===== config.mk =====
export PLATFORM = sky130hd
export DESIGN_NAME = ckgate_ctrl
export DESIGN_NICKNAME = d
export VERILOG_FILES = /design/src/rtl/ckgate_pkg.sv /design/src/rtl/ckgate_sync.sv /design/src/rtl/ckgate_regs.sv /design/src/rtl/ckgate_lane.sv /design/src/rtl/ckgate_ctrl.sv
export SDC_FILE = /design/constraint.sdc
export NUM_CORES = 1
export LEC_CHECK = 0
export BUFFER_PORTS_ARGS = -buffer_cell sky130_fd_sc_hd__buf_2
export CORE_MARGIN = 2
export CORE_UTILIZATION = 55
export DETAILED_ROUTE_END_ITERATION = 7
export PLACE_DENSITY = 0.77
export SYNTH_ARGS = -nofsm -noshare
export SYNTH_HDL_FRONTEND = slang
export SYNTH_HIERARCHICAL = 1
export SYNTH_SLANG_ARGS = --single-unit
export TNS_END_PERCENT = 50

===== constraint.sdc =====
create_clock -name clk_i -period 3.8 [get_ports clk_i]
set_input_delay 0.38 -clock clk_i [delete_from_list [all_inputs] [get_ports clk_i]]
set_output_delay 0.38 -clock clk_i [all_outputs]
set_load 0.01 [all_outputs]

===== src/rtl/ckgate_pkg.sv =====
package ckgate_pkg;

    typedef struct packed {
        logic s1;
        logic s2;
        logic prev;
        logic acc;
    } dbn_st_t;

    typedef struct packed {
        logic ph;
        logic stopped;
        logic pmode;
    } lane_st_t;

endpackage


===== src/rtl/ckgate_sync.sv =====
module ckgate_sync
    import ckgate_pkg::*;
(
    input  logic clk_i,
    input  logic rst_ni,
    input  logic req_ni,
    output logic lvl_o,
    output logic chg_o
);

    dbn_st_t st_d, st_q;

    always_comb begin
        st_d      = st_q;
        st_d.s1   = req_ni;
        st_d.s2   = st_q.s1;
        st_d.prev = st_q.s2;
        if (st_q.s2 == st_q.prev) begin
            st_d.acc = st_q.s2;
        end
    end

    always_ff @(posedge clk_i or negedge rst_ni) begin
        if (!rst_ni) begin
            st_q <= '0;
        end else begin
            st_q <= st_d;
        end
    end

    assign lvl_o = st_q.acc;
    assign chg_o = st_d.acc != st_q.acc;

    // an accepted change must match the synchronized level seen on two edges
    a_r2_two_edge_agree: assert property (@(posedge clk_i) disable iff (!rst_ni)
        (st_q.acc != $past(st_q.acc)) |-> (st_q.acc == $past(st_q.s2) && st_q.acc == $past(st_q.s2, 2)));

endmodule


===== src/rtl/ckgate_regs.sv =====
module ckgate_regs #(
    parameter int NUM_REQ = 2,
    parameter int NUM_OUT = 8,
    parameter int AW      = 2
) (
    input  logic                              clk_i,
    input  logic                              rst_ni,
    input  logic                              wr_en_i,
    input  logic [AW-1:0]                     wr_addr_i,
    input  logic [NUM_OUT-1:0]                wr_data_i,
    output logic [NUM_REQ-1:0][NUM_OUT-1:0]   mask_o,
    output logic                              mode_o
);

    typedef struct packed {
        logic [NUM_REQ-1:0][NUM_OUT-1:0] mask;
        logic                            mode;
    } reg_st_t;

    reg_st_t st_d, st_q;

    always_comb begin
        st_d = st_q;
        if (wr_en_i) begin
            for (int r = 0; r < NUM_REQ; r++) begin
                if (int'(wr_addr_i) == r) begin
                    st_d.mask[r] = wr_data_i;
                end
            end
            if (int'(wr_addr_i) == NUM_REQ) begin
                st_d.mode = wr_data_i[0];
            end
        end
    end

    always_ff @(posedge clk_i or negedge rst_ni) begin
        if (!rst_ni) begin
            st_q <= '0;
        end else begin
            st_q <= st_d;
        end
    end

    assign mask_o = st_q.mask;
    assign mode_o = st_q.mode;

    // a write outside the map leaves every register unchanged
    a_r9_ignore_unmapped: assert property (@(posedge clk_i) disable iff (!rst_ni)
        (wr_en_i && int'(wr_addr_i) > NUM_REQ) |=> (mask_o == $past(mask_o) && mode_o == $past(mode_o)));

endmodule


===== src/rtl/ckgate_lane.sv =====
module ckgate_lane
    import ckgate_pkg::*;
(
    input  logic clk_i,
    input  logic rst_ni,
    input  logic stop_i,
    input  logic resume_i,
    input  logic mode_i,
    output logic t_o,
    output logic c_o,
    output logic oe_o,
    output logic stopped_o
);

    lane_st_t st_d, st_q;
    logic     park_lvl;

    always_comb begin
        st_d     = st_q;
        park_lvl = ~mode_i;
        if (st_q.stopped) begin
            if (resume_i && !stop_i) begin
                st_d.stopped = 1'b0;
                st_d.ph      = ~st_q.ph;
            end
        end else begin
            st_d.ph = ~st_q.ph;
            if (stop_i && (~st_q.ph == park_lvl)) begin
                st_d.stopped = 1'b1;
                st_d.pmode   = mode_i;
            end
        end
    end

    always_ff @(posedge clk_i or negedge rst_ni) begin
        if (!rst_ni) begin
            st_q <= '0;
        end else begin
            st_q <= st_d;
        end
    end

    assign t_o       = st_q.ph;
    assign c_o       = st_q.stopped ? 1'b0 : ~st_q.ph;
    assign oe_o      = ~(st_q.stopped & st_q.pmode);
    assign stopped_o = st_q.stopped;

    // a running lane changes level on every cycle, so no short level appears
    a_r4_full_levels: assert property (@(posedge clk_i) disable iff (!rst_ni)
        ($past(rst_ni) && !st_q.stopped && !$past(st_q.stopped)) |-> (st_q.ph != $past(st_q.ph)));

    // entering the stopped state happens on the parked level of the captured mode
    a_r4_park_level: assert property (@(posedge clk_i) disable iff (!rst_ni)
        $rose(st_q.stopped) |-> (st_q.ph == ~st_q.pmode));

    // mode 0 park drives true high, complement low
    a_r5_park_driven: assert property (@(posedge clk_i) disable iff (!rst_ni)
        (st_q.stopped && !st_q.pmode) |-> (t_o && !c_o && oe_o));

    // an undriven pair has both legs low
    a_r6_undriven_low: assert property (@(posedge clk_i) disable iff (!rst_ni)
        !oe_o |-> (!t_o && !c_o));

    // a lane leaves the stopped state only on a resume with no stop request
    a_r7_resume_gate: assert property (@(posedge clk_i) disable iff (!rst_ni)
        $fell(st_q.stopped) |-> $past(resume_i && !stop_i));

endmodule


===== src/rtl/ckgate_ctrl.sv =====
module ckgate_ctrl #(
    parameter int NUM_REQ     = 2,
    parameter int NUM_OUT     = 8,
    parameter int RESTART_LAT = 2,
    localparam int AW         = $clog2(NUM_REQ + 1),
    localparam int CW         = $clog2(RESTART_LAT + 1)
) (
    input  logic               clk_i,
    input  logic               rst_ni,
    input  logic [NUM_REQ-1:0] req_ni,
    input  logic               wr_en_i,
    input  logic [AW-1:0]      wr_addr_i,
    input  logic [NUM_OUT-1:0] wr_data_i,
    output logic [NUM_OUT-1:0] clk_t_o,
    output logic [NUM_OUT-1:0] clk_c_o,
    output logic [NUM_OUT-1:0] clk_oe_o
);

    typedef struct packed {
        logic [NUM_REQ-1:0][NUM_OUT-1:0] eff;
        logic [CW-1:0]                   cnt;
    } ctl_st_t;

    ctl_st_t st_d, st_q;

    logic [NUM_REQ-1:0]              lvl;
    logic [NUM_REQ-1:0]              chg;
    logic [NUM_REQ-1:0][NUM_OUT-1:0] mask;
    logic                            mode;
    logic [NUM_OUT-1:0]              stop_want;
    logic [NUM_OUT-1:0]              stopped_vec;
    logic                            pending;
    logic                            resume;

    for (genvar r = 0; r < NUM_REQ; r++) begin : g_req
        ckgate_sync u_sync (
            .clk_i  (clk_i),
            .rst_ni (rst_ni),
            .req_ni (req_ni[r]),
            .lvl_o  (lvl[r]),
            .chg_o  (chg[r])
        );
    end

    ckgate_regs #(
        .NUM_REQ (NUM_REQ),
        .NUM_OUT (NUM_OUT),
        .AW      (AW)
    ) u_regs (
        .clk_i     (clk_i),
        .rst_ni    (rst_ni),
        .wr_en_i   (wr_en_i),
        .wr_addr_i (wr_addr_i),
        .wr_data_i (wr_data_i),
        .mask_o    (mask),
        .mode_o    (mode)
    );

    always_comb begin
        stop_want = '0;
        for (int r = 0; r < NUM_REQ; r++) begin
            if (lvl[r]) begin
                stop_want = stop_want | st_q.eff[r];
            end
        end
        pending = |(stopped_vec & ~stop_want);
        resume  = pending && (st_q.cnt == CW'(RESTART_LAT - 1));
    end

    always_comb begin
        st_d = st_q;
        for (int r = 0; r < NUM_REQ; r++) begin
            if (chg[r]) begin
                st_d.eff[r] = mask[r];
            end
        end
        if (!pending || resume) begin
            st_d.cnt = '0;
        end else begin
            st_d.cnt = st_q.cnt + 1'b1;
        end
    end

    always_ff @(posedge clk_i or negedge rst_ni) begin
        if (!rst_ni) begin
            st_q <= '0;
        end else begin
            st_q <= st_d;
        end
    end

    for (genvar o = 0; o < NUM_OUT; o++) begin : g_out
        ckgate_lane u_lane (
            .clk_i     (clk_i),
            .rst_ni    (rst_ni),
            .stop_i    (stop_want[o]),
            .resume_i  (resume),
            .mode_i    (mode),
            .t_o       (clk_t_o[o]),
            .c_o       (clk_c_o[o]),
            .oe_o      (clk_oe_o[o]),
            .stopped_o (stopped_vec[o])
        );
    end

    // a lane may only become stopped when a released request selected it
    a_r3_stop_needs_select: assert property (@(posedge clk_i) disable iff (!rst_ni)
        $past(rst_ni) |-> ((stopped_vec & ~$past(stopped_vec) & ~$past(stop_want)) == '0));

    // when any lane resumes, no released lane is left behind
    a_r7_same_edge: assert property (@(posedge clk_i) disable iff (!rst_ni)
        ($past(rst_ni) && (($past(stopped_vec) & ~stopped_vec) != '0))
            |-> ((stopped_vec & ~$past(stop_want)) == '0));

    // the captured selection only moves when a request level changes
    a_r8_mask_hold: assert property (@(posedge clk_i) disable iff (!rst_ni)
        ($past(rst_ni) && $past(chg) == '0) |-> (st_q.eff == $past(st_q.eff)));

endmodule


==> results of run 1 <==
[sequential cells by signal, summed over array words and instances, names as in the netlist]
register,cells
g_out.u_lane/st_q,8
g_out.u_lane/stopped_o,8
g_out.u_lane/t_o,8
g_req.u_sync/lvl_o,2
g_req.u_sync/st_d,4
g_req.u_sync/st_q,2
st_q,18
u_regs/mask_o,16
u_regs/mode_o,1
[worst register-to-register path, delay by kind of cell (launching register included)]
family,cells,cell delay [ns]
AOI/OAI and AO/OA,3,0.71
and+or+nand+nor,2,0.52
DFF,1,0.50
xor gates and xnor gates,1,0.15
buffers and inverters,1,0.13
[stage by stage]
| step | cell area, um2 | util [%] | power (W) | worst slack [ns] |
|---|---|---|---|---|
| 6_report | 3450 | 63.9 | 0.00266 | 1.73 |
| 5_1_grt | 3450 | 63.9 | 0.00286 | 1.54 |
| 4_1_cts | 3450 | 63.9 | 0.00269 | 1.70 |
| 3_5_place_dp | 3290 | 60.9 | 0.00219 | 1.70 |
| 3_3_place_gp | 3290 | 60.9 | 0.00216 | 1.76 |
| 2_1_floorplan | 3030 | - | 0.00190 | 2.01 |
[layout make-up]
type / instances / area [um2]
fill: 433 / 1950
clock inverter: 3 / 15.0
clock buffer: 12 / 145
inverter: 17 / 63.8
timing repair buffer: 40 / 205
sequential: 67 / 1680
multi-input combinational: 151 / 1260
tap: 72 / 90.1
[synthesized netlist by cell type, types with 2 or more instances]
library cell | number | share of area, %
o31ai_2 | 8 | 3.3
xnor2_1 | 8 | 2.3
nor3_1 | 2 | 0.33
nor2_1 | 8 | 0.99
or3b_1 | 2 | 0.58
a22o_4 | 2 | 1.2
inv_1 | 16 | 2.0
mux2_2 | 33 | 12
clkbuf_1 | 2 | 0.25
o21ai_0 | 4 | 0.66
xor2_1 | 8 | 2.3
o22ai_2 | 4 | 1.7
a22o_2 | 6 | 2.0
o21ai_2 | 8 | 2.3
dfrtp_1 | 67 | 55
o21ai_1 | 8 | 1.3
nand2b_4 | 8 | 3.6
nand2_1 | 36 | 4.5
[cells by family (layout without fill, tap and decap cells)]
family / Yosys count / in the layout / synth area share (%)
AOI/OAI and AO/OA: 40 / 40 / 12.4
xor gates and xnor gates: 16 / 16 / 4.63
buffers and inverters: 21 / 72 / 2.98
and+or+nand+nor: 61 / 61 / 11.9
adders and majority gates: 1 / 1 / 0.413
muxes: 33 / 33 / 12.3
DFF: 67 / 67 / 55.4
[placed cells by master (no fill, tap or decap)]
cell,n
inv_2,1
nor2_1,8
buf_2,38
nand3b_1,1
nand2b_4,8
o21ai_0,4
a22o_4,2
a22o_2,6
nor3b_4,1
o21ai_1,8
mux2_2,33
o21ai_2,8
clkbuf_1,2
nor4_2,1
o31ai_2,8
clkbuf_8,10
inv_1,16
dfrtp_1,67
xor2_1,8
buf_4,2
clkinv_2,3
nor3_1,2
xnor2_1,8
nand2_1,36
nand3b_2,1
nor2b_1,1
o22ai_2,4
ha_1,1
or3b_1,2
[worst paths after layout]
path	startpoint	end	slack, ns	depth (start not counted)
max reg2reg	g_req[0].u_sync/lvl_o	g_out[7].u_lane/t_o	1.73	7
min	req_ni[1]	g_req[1].u_sync/st_d[2]	0.15	1
max in group asynchronous	rst_ni	g_out[6].u_lane/t_o	2.75	2
min in group asynchronous	rst_ni	g_out[7].u_lane/stopped_o	0.20	1
min reg2reg	g_req[1].u_sync/st_d[2]	g_req[1].u_sync/st_d[1]	0.35	0
max	g_req[0].u_sync/lvl_o	g_out[7].u_lane/t_o	1.73	7
[power by group through the flow]
stage	clock [W]	combinational [W]	sequential, W
detailed placement	0	0.000939	0.00125
floorplan	0	0.000702	0.00120
global placement	0	0.000910	0.00124
finish	0.000487	0.000930	0.00124
CTS	0.000505	0.000941	0.00124
global route	0.000532	0.00104	0.00129
[routing by layer]
layer / up-vias / wire length (um) / GRT usage (%)
met4: 0 / 106 / 10.0
met5: - / 0 / 0
met2: 42 / 2330 / 30.2
met1: 918 / 2420 / 25.9
li1: 919 / - / -
met3: 10 / 183 / 4.14
==> results by group, run 1 <==
Logic synthesis
  • Post-Syn Instances: 239
  • Synthesized area per cell: 12.7 um2
  • Number of unique standard cell types used by synthesis: 27
  • Number of warnings printed during yosys synthesis: 6
  • Portion of the post-synthesis area used by sequential elements: 55.4%
  • Post-synth net total: 255
  • Number of synthesized flops with an enable pin: 0
  • Cell area after technology mapping: 0.00303 mm2
  • Flip-flop cell with the highest count after synthesis: dfrtp_1
  • Share of synthesized registers carrying an async set or reset: 100%
  • Flip-flop and latch count after synthesis: 67

Power and ir drop
  • Total power density per cell area: 769 mW/mm2
  • Clock Power Share: 18.3%
  • Combinational share of power: 35.0%
  • Leak Pwr: 1.58 nW
  • Sw frac: 36.0%
  • Net Sw Power: 0.000956 W
  • IR drop worst, VDD: 0.356 mV
  • Cell internal power dissipation: 0.00170 W
  • Sequential share of power: 46.7%

Setup path
  • Delay of the slowest cell on the worst path: 0.50 ns
  • Critical path type: register to register
  • Worst-path fanout max: 11
  • Startpoint class of the critical path: register
  • Data required time at the worst endpoint: 4.06 ns
  • List of cells traversed by the critical path: a22o_2, o22ai_2, nor4_2, nor2b_1, inv_1, o21ai_2, xor2_1
  • Worst-path cell with the longest stage delay: dfrtp_1
  • Worst path buffer plus inverter count: 1
  • CP Capture Type: register
  • Dominant delay contributor by cell family on the critical path: compound AO/OA/AOI/OAI gates
  • Arrival time of data at the critical path endpoint: 2.33 ns

Placement
  • Global placer's final weighted congestion: 0.781
  • Number of placed instances, taps included: 347
  • Number of port buffers: 38
  • Final HPWL DP: 3.61 mm

Floorplanning
  • Number of primary I/O pins: 39
  • Row cnt: 27
  • Starting utilization of the core area: 56.0%
  • Std-Cell Core Area: 0.00541 mm2
  • Die footprint: 0.00611 mm2
  • Width of the die: 78.2 um
  • Y dimension of the die: 78.2 um

Timing
  • Fin Clk Skew: 0.00673 ns
  • RSZ-0062 raised after global routing: false
  • Worst slew pin tran: 1.22 ns
  • Hold Violations, Final: 0
  • Final setup violation count: 0
  • Period minus WS final: 2.07 ns
  • Tightest slew margin relative to the limit: 18.1%
  • Portion of the clock cycle consumed by the worst path in the final layout: 54.6%
  • Max Slew Vio Count: 0
  • Worst slack on hold paths: 0.148 ns
  • Aggregate negative setup slack: 0 ns
  • Upper clock frequency limit: 482 MHz

Route
  • Post-route ant nets: 0
  • WL per Instance: 13.9 um
  • Total routed wirelength: 5.04 mm
  • Routed via count: 1889
  • DRT iter0 DRCs: 71
  • 1st-pass router iterations: 4
  • Vias per Instance: 5.22
  • DRC: 0

Min path
  • Class of the worst hold path: primary input to register

GRT
  • Wire length of the first global-routing pass: 9.04 mm
  • Sum of overflow across all layers after global routing: 0
  • Number of antenna violations at the first check in global routing: 0
  • Maximum number of pins on one net before global-route repair: 45
  • Global Route Usage Sum: 19.4%
  • Vias in the first global route: 1877

Clocking
  • Longest Clk Path Bufs: 2
  • Later-pin clock latency in the skew report: 0.34 ns
  • Cts-stage hold buffer count: 0
  • Clock net sink count: 67
  • Clock H-tree levels: 3
  • Clock tree from TritonCTS: done
  • Number of gates resized after cts: 0
  • Clk Tree Root Cell: clkbuf_8
  • Clock-pin slew on the worst setup and hold paths: 0.06 ns
  • Number of buffers inserted to repair setup after CTS: 0
  • Total CTS buffers: 9

Layout
  • Final net count: 302
  • Layout overhead on the synthesized area: 14.2%
  • Proportion of layout cells with a drive suffix above 1: 43.4%
  • N_diodes: 0
  • Number of standard cells in the layout, taps in and fillers out: 362

Flow run
  • Number of max-cap violations: 0

Status
  • Result of the run: completed
No activity file was read; power rests on OpenSTA's default activity.
==> run 2, diff against run 1 <==
--- a/config.mk
+++ b/config.mk
@@ -7,9 +7,9 @@
 export LEC_CHECK = 0
 export BUFFER_PORTS_ARGS = -buffer_cell sky130_fd_sc_hd__buf_2
 export CORE_MARGIN = 2
-export CORE_UTILIZATION = 55
+export CORE_UTILIZATION = 51
 export DETAILED_ROUTE_END_ITERATION = 7
-export PLACE_DENSITY = 0.77
+export PLACE_DENSITY = 0.76
 export SYNTH_ARGS = -nofsm -noshare
 export SYNTH_HDL_FRONTEND = slang
 export SYNTH_HIERARCHICAL = 1
==> constraint.sdc (replaced) <==
create_clock -name clk_i -period 1.9 [get_ports clk_i]
set_input_delay 0.19 -clock clk_i [delete_from_list [all_inputs] [get_ports clk_i]]
set_output_delay 0.19 -clock clk_i [all_outputs]
set_load 0.01 [all_outputs]
==> results by group, run 2 (synthesis gave the netlist of run 1 again) <==
Floorplanning
  • Starting utilization of the core area: 52.0% (-3.9 points)
  • Std-Cell Core Area: 0.00582 mm2 (+7.6%)
  • Number of primary I/O pins: 39 (unchanged)
  • Width of the die: 81.0 um (+3.7%)
  • Y dimension of the die: 81.0 um (+3.7%)
  • Row cnt: 28 (+3.7%)
  • Die footprint: 0.00656 mm2 (+7.4%)

Clocking
  • Clk Tree Root Cell: clkbuf_8
  • Clock H-tree levels: 3 (unchanged)
  • Total CTS buffers: 9 (unchanged)
  • Clock tree from TritonCTS: done
  • Clock-pin slew on the worst setup and hold paths: 0.07 ns (about the same)
  • Clock net sink count: 67 (unchanged)
  • Later-pin clock latency in the skew report: 0.34 ns (about the same)
  • Longest Clk Path Bufs: 2 (unchanged)

Timing
  • Max Slew Vio Count: 0 (unchanged)
  • Hold Violations, Final: 0 (unchanged)
  • Final setup violation count: 0 (unchanged)
  • Tightest slew margin relative to the limit: 66.0% (+48 points)
  • RSZ-0062 raised after global routing: true
  • Portion of the clock cycle consumed by the worst path in the final layout: 96.0% (+41 points)
  • Fin Clk Skew: 0.00568 ns (-0.00105 ns)
  • Worst slew pin tran: 0.509 ns (-0.707 ns)
  • Setup ws final: 0.0760 ns (-1.65 ns)
  • Upper clock frequency limit: 548 MHz (+14%)
  • Period minus WS final: 1.82 ns (-0.251 ns)

Layout
  • N_diodes: 0 (unchanged)
  • Proportion of layout cells with a drive suffix above 1: 47.4% (+3.9 points)
  • Fraction of the core area covered by cells at the end of the flow: 63.7% (-0.21 points)
  • Commonest non-fill, non-tap cell in the layout: dfrtp_1
  • Filler Cell Count: 471 (+8.8%)
  • Flip-flop count of the largest register after layout: 18 (unchanged)
  • Final net count: 318 (+5.3%)
  • Layout overhead on the synthesized area: 22.5%
  • Register with the highest flop count: st_q
  • Most used cells in the layout excluding fill and tap cells: dfrtp_1, buf_2, nand2_1, mux2_2, inv_1
  • Number of standard cells in the layout, taps in and fillers out: 381 (+5.2%)

Setup path
  • Worst-path fanout max: 7 (-4)
  • Data required time at the worst endpoint: 2.16 ns (-1.90 ns)
  • Startpoint class of the critical path: register
  • CP Capture Type: register
  • Critical path type: register to register
  • Most frequent cell on the critical path: buf_6
  • Arrival time of data at the critical path endpoint: 2.08 ns (-0.25 ns)
  • Worst-path cell with the longest stage delay: dfrtp_2
  • Delay of the slowest cell on the worst path: 0.47 ns (-0.03 ns)
  • List of cells traversed by the critical path: buf_6, a22o_4, o22ai_4, nor4_4, nor2b_2, buf_6, inv_1, o21ai_2, xor2_1

Route
  • DRT iter0 DRCs: 85 (+20%)
  • DRC: 0 (unchanged)
  • 1st-pass router iterations: 4 (unchanged)
  • Vias per Instance: 5.12 (-1.8%)
  • Total routed wirelength: 5.25 mm (+4.0%)
  • WL per Instance: 13.8 um (-1.2%)
  • Routed via count: 1952 (+3.3%)
  • Post-route ant nets: 0 (unchanged)

GRT
  • Maximum number of pins on one net before global-route repair: 48 (+6.7%)
  • Vias in the first global route: 1821 (-3.0%)
  • Wire length of the first global-routing pass: 8.39 mm (-7.2%)
  • Number of antenna violations at the first check in global routing: 0 (unchanged)
  • Sum of overflow across all layers after global routing: 0 (unchanged)
  • Global Route Usage Sum: 17.3% (-2.1 points)

Placement
  • Worst setup timing slack at the placement stage: -0.207 ns (-1.91 ns)
  • Final HPWL DP: 3.61 mm (+0.23%)
  • Number of placed instances, taps included: 360 (+3.7%)
  • Number of port buffers: 38 (unchanged)
  • Global placer's final weighted congestion: 0.711 (-8.9%)

Status
  • Result of the run: completed

Flow run
  • Number of max-cap violations: 0 (unchanged)

Min path
  • Class of the worst hold path: primary input to register

Power and ir drop
  • IR drop worst, VDD: 0.761 mV (+110%)
  • Leak Pwr: 1.69 nW (+7.1%)
  • Total power density per cell area: 1580 mW/mm2 (+110%)
[run 2: final cells by class]
| class | instances | area, um2 | area share [%] |
|---|---|---|---|
| Sequential cell | 67 | 1680 | 45.3 |
| Multi-Input combinational cell | 151 | 1300 | 35.1 |
| Timing Repair Buffer | 56 | 353 | 9.52 |
| Clock buffer | 10 | 138 | 3.71 |
| Tap cell | 75 | 93.8 | 2.53 |
| Clock inverter | 5 | 77.6 | 2.09 |
| Inverter | 17 | 63.8 | 1.72 |
[run 2: path summary, 6_finish.rpt]
| check | cells after the start | slack, ns | startpoint | end |
|---|---|---|---|---|
| setup / recovery | 9 | 0.08 | g_req[0].u_sync/lvl_o | g_out[1].u_lane/t_o |
| hold / removal | 2 | 0.09 | wr_data_i[1] | u_regs/mask_o[9] |
| setup reg to reg | 9 | 0.08 | g_req[0].u_sync/lvl_o | g_out[1].u_lane/t_o |
| hold reg to reg | 0 | 0.35 | g_req[0].u_sync/st_d[2] | g_req[0].u_sync/st_d[1] |
| max in group asynchronous | 3 | 0.92 | rst_ni | g_req[0].u_sync/lvl_o |
| min in group asynchronous | 2 | 0.35 | rst_ni | g_out[3].u_lane/t_o |
[run 2: layer usage]
layer  part of all wire [%]  vias to the layer above  track usage (%)
li1                       -                      942                -
met1                     47                      963             22.6
met2                     47                       35             27.0
met3                    3.2                       12             3.67
met4                    2.2                        0             9.66
met5                      0                        -                0
[run 2: critical path, delay by kind of cell, from the launching register on]
kind / cells / cell delay (ns)
XOR/XNOR: 1 / 0.16
AO/OA/AOI/OAI: 3 / 0.54
buffers and inverters: 3 / 0.34
flip-flops: 1 / 0.47
AND/OR/NAND/NOR: 2 / 0.23
[run 2: report_power, final]
part | switching [W] | leakage [nW] | internal (W)
sequential | 0.000523 | 0.792 | 0.00192
clock | 0.000509 | 0.108 | 0.000762
combinational | 0.000994 | 0.790 | 0.00114
[run 2: what timing repair did]
| action | 4_1_cts | 5_1_grt |
|---|---|---|
| setup endpoints to repair | 16 | 15 |
| resized for setup | 1 | 12 |
| setup buffers | 2 | 1 |
| hold buffers | 3 | 0 |
| endpoints found under the hold margin | 22 | 0 |
| pin swaps | 0 | 5 |
[run 2: per-stage QoR]
| step | instance area, um2 | total power (W) | setup TNS [ns] | hold slack, ns |
|---|---|---|---|---|
| final | 3700 | 0.00585 | 0 | 0.0939 |
| after global routing | 3700 | 0.00626 | -0.369 | 0.0939 |
| after CTS | 3650 | 0.00580 | 0 | 0.0815 |
| after detailed placement | 3390 | 0.00449 | -2.16 | 0.184 |
| after global placement | 3390 | 0.00441 | -0.928 | 0.181 |
| after floorplan | 3030 | 0.00380 | 0 | -0.106 |
==> run 3, diff against run 2 <==
--- a/config.mk
+++ b/config.mk
@@ -7,11 +7,10 @@
 export LEC_CHECK = 0
 export BUFFER_PORTS_ARGS = -buffer_cell sky130_fd_sc_hd__buf_2
 export CORE_MARGIN = 2
-export CORE_UTILIZATION = 51
+export CORE_UTILIZATION = 52
 export DETAILED_ROUTE_END_ITERATION = 7
 export PLACE_DENSITY = 0.76
 export SYNTH_ARGS = -nofsm -noshare
 export SYNTH_HDL_FRONTEND = slang
-export SYNTH_HIERARCHICAL = 1
 export SYNTH_SLANG_ARGS = --single-unit
 export TNS_END_PERCENT = 50
==> results by group, run 3 <==
Logic synthesis
  • Post-synth net total: 332 (+30%)
  • Area fraction of the dominant cell type after synthesis: 49.6% (-5.8 points)
  • Number of synthesized flops with an enable pin: 0 (unchanged)
  • Portion of the post-synthesis area used by sequential elements: 49.6% (-5.8 points)
  • Synthesized area per cell: 10.7 um2 (-15%)
  • Number of unique standard cell types used by synthesis: 26 (-3.7%)
  • Flip-flop cell with the highest count after synthesis: dfrtp_1
  • Top cells by area, synth: dfrtp_1, mux2_2, nand2b_1
  • Dominant cell by count in the synthesized netlist: dfrtp_1
  • Cell area after technology mapping: 0.00338 mm2 (+12%)
  • Share of synthesized registers carrying an async set or reset: 100% (unchanged)
  • Flip-flop and latch count after synthesis: 67 (unchanged)
  • Top cells by count, synth: dfrtp_1, nor2_1, mux2_2
  • Post-Syn Instances: 316 (+32%)
  • Number of warnings printed during yosys synthesis: 0 (-6)
  • Post-synthesis cell type with the largest combined area: dfrtp_1

Timing
  • Portion of the clock cycle consumed by the worst path in the final layout: 91.0% (-5.0 points)
  • RSZ-0062 raised after global routing: false
  • Final setup violation count: 0 (unchanged)
  • Period minus WS final: 1.73 ns (-0.0948 ns)
  • Worst slew pin tran: 0.782 ns (+0.273 ns)
  • Tightest slew margin relative to the limit: 47.9% (-18 points)
  • Fin Clk Skew: 0.00729 ns (+0.00161 ns)
  • Aggregate negative setup slack: 0 ns (unchanged)
  • Upper clock frequency limit: 578 MHz (+5.5%)
  • Max Slew Vio Count: 0 (unchanged)
  • Hold Violations, Final: 0 (unchanged)

Setup path
  • Arrival time of data at the critical path endpoint: 1.94 ns (-0.14 ns)
  • Startpoint class of the critical path: register
  • Worst-path fanout max: 16 (+9)
  • Worst-path cell with the longest stage delay: dfrtp_2
  • Critical path type: register to register
  • Worst path buffer plus inverter count: 0 (-3)
  • List of cells traversed by the critical path: a22oi_2, nand2_1, and4_4, nand2_4, a31oi_1
  • Data required time at the worst endpoint: 2.11 ns (-0.05 ns)
  • Delay of the slowest cell on the worst path: 0.52 ns (+0.05 ns)
  • CP Capture Type: register
  • Dominant delay contributor by cell family on the critical path: simple AND/OR/NAND/NOR gates

Layout
  • Register with the highest flop count: st_q
  • Proportion of layout cells with a drive suffix above 1: 33.0% (-14 points)
  • Fraction of the core area covered by cells at the end of the flow: 59.6% (-4.1 points)
  • Most used cells in the layout excluding fill and tap cells: dfrtp_1, nor2_1, buf_2, mux2_2, nand2b_1
  • Filler Cell Count: 520 (+10%)
  • Number of standard cells in the layout, taps in and fillers out: 429 (+13%)
  • Area of the multi-input gates: 0.00147 mm2 (+13%)
  • N_diodes: 0 (unchanged)
  • Storage cell area: 0.00168 mm2 (unchanged)
  • Final net count: 363 (+14%)
  • Commonest non-fill, non-tap cell in the layout: dfrtp_1
  • Flip-flop count of the largest register after layout: 18 (unchanged)
  • Layout overhead on the synthesized area: 11.3%

Clocking
  • Longest Clk Path Bufs: 2 (unchanged)
  • Clock H-tree levels: 3 (unchanged)
  • Clock net sink count: 67 (unchanged)
  • Number of buffers inserted to repair setup after CTS: 0 (-2)
  • Clk Tree Root Cell: clkbuf_8
  • Clock-pin slew on the worst setup and hold paths: 0.08 ns (about the same)
  • Clock tree from TritonCTS: done
  • Total CTS buffers: 9 (unchanged)
  • Later-pin clock latency in the skew report: 0.35 ns (about the same)

Route
  • Top routing layer in use: met4
  • Wire length on met1: 2.87 mm (+15%)
  • Routed wire length on met2: 2.99 mm (+21%)
  • Routed via count: 2339 (+20%)
  • WL per Instance: 14.5 um (+5.4%)
  • DRC: 0 (unchanged)
  • Vias per Instance: 5.45 (+6.4%)
  • 1st-pass router iterations: 4 (unchanged)
  • Total routed wirelength: 6.23 mm (+19%)
  • Post-route ant nets: 0 (unchanged)
  • Routed wire length on met3: 311 um (+83%)
  • DRT iter0 DRCs: 120 (+41%)

Floorplanning
  • Y dimension of the die: 84.6 um (+4.5%)
  • Std-Cell Core Area: 0.00631 mm2 (+8.6%)
  • Width of the die: 84.6 um (+4.5%)
  • Number of primary I/O pins: 39 (unchanged)
  • Die footprint: 0.00716 mm2 (+9.1%)
  • Starting utilization of the core area: 53.5% (+1.5 points)
  • Row cnt: 29 (+3.6%)

Power and ir drop
  • Sw frac: 38.9% (+4.3 points)
  • IR drop worst, VDD: 1.03 mV (+35%)
  • Total power density per cell area: 1560 mW/mm2 (-0.91%)
  • Net Sw Power: 0.00229 W (+13%)
  • Cell internal power dissipation: 0.00360 W (-5.9%)
  • Clock Power Share: 20.3% (-1.4 points)
  • Leak Pwr: 1.65 nW (-2.2%)
  • Combinational share of power: 38.1% (+1.7 points)
  • Sequential share of power: 41.6% (-0.2 points)

Placement
  • Number of port buffers: 38 (unchanged)
  • Global placer's final weighted congestion: 0.787 (+11%)
  • Number of placed instances, taps included: 410 (+14%)
  • Final HPWL DP: 4.31 mm (+19%)

Flow run
  • Number of max-cap violations: 0 (unchanged)

GRT
  • Vias in the first global route: 2243 (+23%)
  • Wire length of the first global-routing pass: 10.7 mm (+28%)
  • Sum of overflow across all layers after global routing: 0 (unchanged)
  • Global Route Usage Sum: 18.9% (+1.6 points)
  • Maximum number of pins on one net before global-route repair: 68 (+42%)
  • Number of antenna violations at the first check in global routing: 0 (unchanged)

Status
  • Result of the run: completed

Min path
  • Class of the worst hold path: primary input to register
==> run 3: cell types whose count changed in the layout (fill, tap and decap cells not counted), moves of 10 or more <==
cell and change:
inv_1 -14, nand2b_1 +32, nand2_1 -15, nor2_1 +45
a21oi_1 +10
==> run 3: logic make-up (layout without fill, tap and decap cells) <==
| logic type | Yosys count | count (layout) | synth area share (%) |
|---|---|---|---|
| mux | 33 | 33 | 11.0 |
| compound gates | 46 | 46 | 11.0 |
| fa+ha+maj | 1 | 1 | 0.370 |
| flops | 67 | 67 | 49.6 |
| simple gates | 129 | 129 | 19.1 |
| xor+xnor | 8 | 8 | 2.07 |
| buf+inv | 32 | 68 | 6.81 |
==> run 3: power by group through the flow <==
stage	Clock, W	Sequential [W]	Combinational [W]
finish	0.00119	0.00245	0.00224
CTS	0.00122	0.00244	0.00226
global route	0.00128	0.00254	0.00251
detailed placement	0	0.00247	0.00224
global placement	0	0.00245	0.00216
floorplan	0	0.00229	0.00199
==> run 3: metrics by stage <==
stage	setup slack (ns)	total power [W]	cell area (um2)	hold slack (ns)
floorplan	0.365	0.00427	3380	-0.106
global placement	0.201	0.00461	3530	0.237
detailed placement	0.0852	0.00471	3530	0.234
CTS	0.0580	0.00593	3760	0.0659
global route	0.0340	0.00633	3760	0.0762
finish	0.171	0.00589	3760	0.0799
==> run 3: worst paths after layout <==
path / from / end / slack [ns] / cells past startpoint
hold reg to reg: g_req[0].u_sync.st_d[2] / g_req[0].u_sync.st_d[1] / 0.35 / 0
min in group asynchronous: rst_ni / g_out[7].u_lane.st_q[0] / 0.37 / 3
setup / recovery: g_req[0].u_sync.lvl_o / g_out[3].u_lane.stopped_o / 0.17 / 5
hold / removal: wr_data_i[6] / u_regs.mask_o[14] / 0.08 / 2
max in group asynchronous: rst_ni / g_req[0].u_sync.lvl_o / 1.20 / 3
setup reg to reg: g_req[0].u_sync.lvl_o / g_out[3].u_lane.stopped_o / 0.17 / 5
==> run 3: worst register-to-register path: stages (launching register included) <==
cell and delay [ns]:
dfrtp_2 0.52, a22oi_2 0.40, nand2_1 0.15, and4_4 0.24
nand2_4 0.18, a31oi_1 0.12
==> run 3: metal layers <==
layer  vias up  track usage [%]
li1       1149                -
met5         -                0
met3         7             7.18
met2        43             29.8
met1      1140             25.0
met4         0             4.76
==> run 3: layout make-up <==
cell class	instances	share of cell area (%)
sequential	67	44.6
multi-input combinational	217	39.2
timing repair buffer	51	8.18
clock buffer	10	3.39
tap	77	2.56
clock inverter	6	1.96
inverter	1	0.0998
==> run 3: timing repair <==
action | 4_1_cts | 5_1_grt
gates resized for setup | 0 | 2
endpoints found under the setup margin | 0 | 16
hold endpoints to repair | 69 | 0
hold buffers | 3 | 0
